$ cat src/rtl/mdf_pkg.sv
package mdf_pkg;
    localparam int OCT_W      = 8;
    localparam int ADDR_OCTS  = 6;
    localparam int ADDR_W     = OCT_W * ADDR_OCTS;
    localparam int TBL_NUM    = 8;
    localparam int TBL_SEL_W  = $clog2(TBL_NUM);
    localparam int BIT_SEL_W  = $clog2(OCT_W);
    localparam int CNT_W      = $clog2(ADDR_OCTS + 1);
    localparam logic [31:0] CRC_POLY = 32'hEDB88320;

    typedef enum logic [1:0] {
        DST_UNI   = 2'd0,
        DST_MULTI = 2'd1,
        DST_BCAST = 2'd2
    } dst_class_e;

    typedef struct packed {
        logic [TBL_SEL_W-1:0] sel;
        logic [BIT_SEL_W-1:0] bit_idx;
    } hash_key_t;

    function automatic logic [31:0] crc_step(input logic [31:0] crc_in,
                                             input logic [OCT_W-1:0] octet);
        logic [31:0] c;
        c = crc_in;
        for (int i = 0; i < OCT_W; i++) begin
            if (c[0] ^ octet[i]) c = (c >> 1) ^ CRC_POLY;
            else                 c = c >> 1;
        end
        return c;
    endfunction

    function automatic hash_key_t key_of(input logic [31:0] crc);
        hash_key_t k;
        k.sel     = crc[30:28];
        k.bit_idx = crc[27:25];
        return k;
    endfunction
endpackage

$ cat src/rtl/mdf_crc.sv
module mdf_crc
    import mdf_pkg::*;
(
    input  logic             clk,
    input  logic             rst,
    input  logic             clear,
    input  logic             step_en,
    input  logic [OCT_W-1:0] octet,
    output logic [31:0]      crc_q
);
    always_ff @(posedge clk) begin
        if (rst || clear)  crc_q <= '1;
        else if (step_en)  crc_q <= crc_step(crc_q, octet);
    end

    p_preset_r2: assert property (@(posedge clk) disable iff (rst)
        clear |=> (crc_q == 32'hFFFF_FFFF));
    p_hold_r2: assert property (@(posedge clk) disable iff (rst)
        (!clear && !step_en) |=> $stable(crc_q));
endmodule

$ cat src/rtl/mdf_addr_capture.sv
module mdf_addr_capture
    import mdf_pkg::*;
(
    input  logic              clk,
    input  logic              rst,
    input  logic              clear,
    input  logic              oct_valid,
    input  logic [OCT_W-1:0]  oct_data,
    output logic              take,
    output logic              addr_full,
    output logic [ADDR_W-1:0] addr_q,
    output dst_class_e        dst_class
);
    logic [CNT_W-1:0] cnt_q;

    assign addr_full = (cnt_q == CNT_W'(ADDR_OCTS));
    assign take      = oct_valid && !addr_full && !clear;

    always_ff @(posedge clk) begin
        if (rst || clear) begin
            cnt_q  <= '0;
            addr_q <= '0;
        end else if (take) begin
            cnt_q  <= cnt_q + 1'b1;
            addr_q <= {addr_q[ADDR_W-OCT_W-1:0], oct_data};
        end
    end

    always_comb begin
        if (&addr_q)                       dst_class = DST_BCAST;
        else if (addr_q[ADDR_W-OCT_W])     dst_class = DST_MULTI;
        else                               dst_class = DST_UNI;
    end

    p_cnt_bound_r7: assert property (@(posedge clk) disable iff (rst)
        cnt_q <= CNT_W'(ADDR_OCTS));
    p_full_frozen_r7: assert property (@(posedge clk) disable iff (rst)
        (addr_full && !clear) |=> $stable(addr_q));
endmodule

$ cat src/rtl/mdf_hash_table.sv
module mdf_hash_table
    import mdf_pkg::*;
(
    input  logic                 clk,
    input  logic                 rst,
    input  logic                 wr_en,
    input  logic [TBL_SEL_W-1:0] wr_sel,
    input  logic [OCT_W-1:0]     wr_data,
    input  hash_key_t            key,
    output logic                 hit
);
    logic [TBL_NUM-1:0][OCT_W-1:0] tbl_q;

    for (genvar g = 0; g < TBL_NUM; g++) begin : g_entry
        always_ff @(posedge clk) begin
            if (rst)                                       tbl_q[g] <= '0;
            else if (wr_en && wr_sel == TBL_SEL_W'(g))     tbl_q[g] <= wr_data;
        end
    end

    assign hit = tbl_q[key.sel][key.bit_idx];

    p_reset_clear_r1: assert property (@(posedge clk)
        $past(rst) |-> (tbl_q == '0));
    p_no_write_stable_r8: assert property (@(posedge clk) disable iff (rst)
        !wr_en |=> $stable(tbl_q));
endmodule

$ cat src/rtl/mcast_dest_filter.sv
module mcast_dest_filter
    import mdf_pkg::*;
(
    input  logic         clk,
    input  logic         rst,
    input  logic         frm_start,
    input  logic         oct_valid,
    input  logic [7:0]   oct_data,
    input  logic [47:0]  station_addr,
    input  logic         mcast_en,
    input  logic         bcast_en,
    input  logic         promisc_en,
    input  logic         tbl_wr_en,
    input  logic [2:0]   tbl_wr_sel,
    input  logic [7:0]   tbl_wr_data,
    output logic         decision_valid,
    output logic         accept
);
    logic              take, addr_full, hash_hit, verdict;
    logic [ADDR_W-1:0] addr_q;
    logic [31:0]       crc_q;
    dst_class_e        dst_class;

    mdf_addr_capture u_cap (
        .clk(clk), .rst(rst), .clear(frm_start),
        .oct_valid(oct_valid), .oct_data(oct_data),
        .take(take), .addr_full(addr_full), .addr_q(addr_q),
        .dst_class(dst_class)
    );

    mdf_crc u_crc (
        .clk(clk), .rst(rst), .clear(frm_start),
        .step_en(take), .octet(oct_data), .crc_q(crc_q)
    );

    mdf_hash_table u_tbl (
        .clk(clk), .rst(rst),
        .wr_en(tbl_wr_en), .wr_sel(tbl_wr_sel), .wr_data(tbl_wr_data),
        .key(key_of(crc_q)), .hit(hash_hit)
    );

    always_comb begin
        if (promisc_en) verdict = 1'b1;
        else begin
            unique case (dst_class)
                DST_BCAST: verdict = bcast_en;
                DST_MULTI: verdict = mcast_en && hash_hit;
                default:   verdict = (addr_q == station_addr);
            endcase
        end
    end

    always_ff @(posedge clk) begin
        if (rst || frm_start) begin
            decision_valid <= 1'b0;
            accept         <= 1'b0;
        end else if (addr_full && !decision_valid) begin
            decision_valid <= 1'b1;
            accept         <= verdict;
        end
    end

    p_start_clears_r7: assert property (@(posedge clk) disable iff (rst)
        frm_start |=> !decision_valid);
    p_held_r7: assert property (@(posedge clk) disable iff (rst)
        (decision_valid && !frm_start) |=> (decision_valid && $stable(accept)));
    p_promisc_r6: assert property (@(posedge clk) disable iff (rst)
        ($rose(decision_valid) && $past(promisc_en)) |-> accept);
    p_mcast_off_r3: assert property (@(posedge clk) disable iff (rst)
        ($rose(decision_valid) && $past(dst_class == DST_MULTI)
         && $past(!promisc_en && !mcast_en)) |-> !accept);
    p_bcast_off_r4: assert property (@(posedge clk) disable iff (rst)
        ($rose(decision_valid) && $past(dst_class == DST_BCAST)
         && $past(!promisc_en && !bcast_en)) |-> !accept);
endmodule

$ cat config.mk
export PLATFORM = sky130hd
export DESIGN_NAME = mcast_dest_filter
export DESIGN_NICKNAME = d
export VERILOG_FILES = /design/src/rtl/mdf_pkg.sv /design/src/rtl/mdf_crc.sv /design/src/rtl/mdf_addr_capture.sv /design/src/rtl/mdf_hash_table.sv /design/src/rtl/mcast_dest_filter.sv
export SDC_FILE = /design/constraint.sdc
export NUM_CORES = 1
export LEC_CHECK = 0
export BUFFER_PORTS_ARGS = -buffer_cell sky130_fd_sc_hd__buf_2
export CORE_MARGIN = 1
export CORE_UTILIZATION = 40
export CTS_BUF_LIST = sky130_fd_sc_hd__clkbuf_16
export CTS_CLUSTER_DIAMETER = 60
export DETAILED_ROUTE_END_ITERATION = 16
export PLACE_DENSITY = 0.63
export SLEW_MARGIN = 25
export SYNTH_ARGS = -nofsm -noshare
export SYNTH_HDL_FRONTEND = slang
export SYNTH_HIERARCHICAL = 1
export SYNTH_SLANG_ARGS = --single-unit
$ cat constraint.sdc
create_clock -name clk -period 4.71 [get_ports clk]
set_input_delay 0.2355 -clock clk [delete_from_list [all_inputs] [get_ports clk]]
set_output_delay 0.2355 -clock clk [all_outputs]
set_load 0.01 [all_outputs]
==> key figures <==
Synthesis
  • Post-Syn Area: 7250 sq um
  • Synth Area in Compound Gates: 0.118
  • Synth area leaders: dfxtp_1 41%, nand2_1 11%, xnor2_1 8.5%, a21oi_1 7.0%, xor2_1 3.7%
  • Cells after synthesis: 851
  • Synth cell count leaders: 216 x nand2_1, 149 x dfxtp_1, 102 x a21oi_1
  • Cell variety after synth: 53
  • FF+latch count, synth: 149
  • Fraction of registers with async set/reset: 0
  • Simple-gate share of the synthesized area: 0.194
  • Avg Inst Size Synth: 8.52 sq um
  • Synth Area in XOR/XNOR: 0.157
  • Multiplexer share of the synthesized area: 0.0775
  • Sequential area share after synthesis: 0.412
  • Most numerous cell in the Yosys netlist: nand2_1
  • Main combinational cell family by area after synthesis: simple AND/OR/NAND/NOR gates
  • Share of the synthesized area in the top cell type: 0.412
  • Post-synth EDFFs: 0
  • Adder-cell share of the synthesized area: 0.00691
  • Number of synthesis warnings: 6
  • Largest area contributor in the netlist: dfxtp_1
  • Commonest register cell after synthesis: dfxtp_1
  • Synth Net Count: 930

Clock network
  • CTS tree: yes
  • Post-CTS Setup Bufs: 0
  • Clock root buffer: clkbuf_16
  • Clock-pin slew on the worst setup and hold paths: 0.06 ns
  • CTS Hold Bufs: 0
  • PostCTS Resize Cnt: 0
  • Clk sink count: 149
  • Total CTS buffers: 17
  • Clk buf depth: 2
  • Clk Latency, worst-skew pair: 0.42 ns
  • H-tree levels: 4

Worst setup path
  • Worst EP arrival: 3.04 ns
  • CP Capture Type: register
  • R2R Path Start: u_crc/crc_q[29]$_SDFFE_PP1P_
  • CP Data Required Time: 5.01 ns
  • CP Cell Sequence: mux4_2 > mux4_2 > or2_0 > a32o_1 > a32oi_1 > nor2_1 > nor3b_1 > o22ai_1
  • Most frequent CP cell: mux4_2
  • Crit start category: register
  • Crit path largest cell delay: 0.71 ns
  • Worst Setup Path Type: register to register
  • Crit path from: u_crc/crc_q[29]$_SDFFE_PP1P_
  • Reg2reg setup slack: 1.97 ns
  • CP max stage cell: dfxtp_1
  • Critical Path Fanout Max: 15
  • FF-to-FF path depth: 8
  • Crit Reg-Reg Endpoint: accept$_SDFFE_PP0P_

Detailed routing
  • Drt wl/cell: 16.0 um
  • DR vias: 5960
  • DRC: 0
  • Avg Vias per Cell: 5.23
  • WL final: 18300 um
  • Post-route ant nets: 0
  • Number of DRC markers in iteration 0: 531
  • Pre-antenna DRT Iters: 5

Floorplan
  • Die width: 137 um
  • DIE AREA: 18700 sq um
  • Die Ht: 137 um
  • # rows: 48
  • Initial core utilization: 0.415
  • Core region area: 17500 sq um
  • IO Count: 77

Power
  • P_int: 2.20 mW
  • Power Density: 359 nW/um^2
  • Clock power frac: 0.418
  • Sw Pwr: 0.789 mW
  • Total power: 2.99 mW
  • Comb pwr share: 0.142
  • Peak VDD IR: 0.291 mV
  • Switching Fraction: 0.264
  • Static leakage: 2.97 nW
  • Reg power frac: 0.440

Placement
  • Port Buffers: 76
  • HPWL after detailed placement: 12600 um
  • GPL Wtd Cong: 0.851

Run
  • Max Cap Viol: 0

Outcome
  • Outcome: finished, final reports clean

Global routing
  • Pin count of the biggest net entering global routing: 69
  • Gr usage total: 0.206
  • Number of global-route vias before repair: 5527
  • Global-route wire length before repair: 29200 um
  • Initial antenna violation count: 0
  • Overflow after GRT: 0

Final layout
  • Area Overhead vs Synth: 14.7%
  • Final core utilization: 0.476
  • Share of cells above drive strength 1: 0.160
  • # nets final: 982
  • # diodes: 0
  • Fillers: 1711

Hold path
  • Worst Min Path Start: oct_data[6]
  • Hold Crit Depth: 3
  • Hold Crit Class: primary input to register
  • WHS Endpoint: u_cap/addr_q[6]$_SDFFE_PP0P_

Timing
  • Final hold violations: 0
  • RSZ-0062 raised after global routing: no
  • Least-Margin Pin Slew: 1.01 ns
  • Worst clock skew: 0.00548 ns
  • Tmin final: 2.74 ns
  • Max-slew violation count: 0
  • Setup TNS: 0 ns
  • Fmax achieved: 0.365 GHz
  • Worst Hold Slack: 0.0770 ns
  • Endpoints failing setup: 0
  • Max-slew headroom at the worst pin: 0.328
  • Final period util: 0.582
==> kinds of logic (layout without fill, tap and decap cells) <==
| kind of cell | after synthesis | count (layout) |
|---|---|---|
| simple gates | 334 | 334 |
| compound gates | 155 | 155 |
| flops | 149 | 149 |
| xor+xnor | 113 | 113 |
| buf+inv | 63 | 127 |
| mux | 33 | 33 |
| fa+ha+maj | 4 | 4 |
==> registers in the layout, summed over array words and instances (netlist names) <==
name            count
u_cap/addr_q       48
u_tbl/tbl_q        64
u_crc/crc_q        32
accept              1
u_cap/cnt_q         3
decision_valid      1
==> worst max-delay path by stage <==
stage,to,slack [ns],depth (start not counted)
floorplan,accept$_SDFFE_PP0P_,2.23,9
global route,accept$_SDFFE_PP0P_,1.82,8
CTS,u_crc/crc_q[14]$_SDFFE_PP1P_,1.87,9
global placement,u_crc/crc_q[14]$_SDFFE_PP1P_,1.90,9
detailed placement,u_crc/crc_q[14]$_SDFFE_PP1P_,1.89,9
finish,accept$_SDFFE_PP0P_,1.97,8
==> metrics by stage <==
stage	worst slack [ns]	area [sq um]	std cells
6_report	1.97	8310	1140
5_1_grt	1.82	8310	1140
4_1_cts	1.87	8310	1140
3_5_place_dp	1.89	7770	1109
3_3_place_gp	1.90	7770	1109
2_1_floorplan	2.23	7250	851
==> metal layers <==
layer	GRT usage	vias up	routed length (um)
li1	-	2967	-
met1	0.283	2772	8430
met2	0.314	192	8420
met3	0.0448	29	1060
met4	0.0765	0	384
met5	0	-	0
==> power groups by stage <==
stage | sequential, mW | clock, mW | combinational [mW]
after detailed placement | 1.34 | 0 | 0.423
after global placement | 1.34 | 0 | 0.424
final | 1.31 | 1.25 | 0.425
after global routing | 1.32 | 1.33 | 0.465
after floorplan | 1.33 | 0 | 0.325
after CTS | 1.31 | 1.27 | 0.427
==> layout make-up <==
class / count / area, sq um / share of cell area
clock buffers: 17 / 425 / 0.0512
clock inverters: 14 / 114 / 0.0137
inverters: 12 / 45.0 / 0.00542
multi-input cells: 639 / 4020 / 0.484
flip-flops and latches: 149 / 2980 / 0.359
well taps: 225 / 282 / 0.0339
repair buffers: 84 / 440 / 0.0530
==> layout by cell type, fill, tap and decap left out, types with 5 or more instances in the layout <==
cell type and instances:
nand2_1 216, dfxtp_1 149, a21oi_1 102, buf_2 76, xnor2_1 70, nor2_1 58
xor2_1 31, nand4_1 23, o21ai_1 22, clkbuf_16 17, mux2i_1 16, mux4_2 12
inv_1 11, o211ai_1 9, buf_4 8, nor4_1 7, clkinv_2 6, or2_2 5
mux4_1 5
==> critical path: cells and delay by family (launching register included) <==
family | cells | cell delay, ns
muxes | 2 | 0.86
AOI/OAI and AO/OA | 3 | 0.55
DFF | 1 | 0.71
and+or+nand+nor | 3 | 0.50
Power figures use the tool's default switching activity.
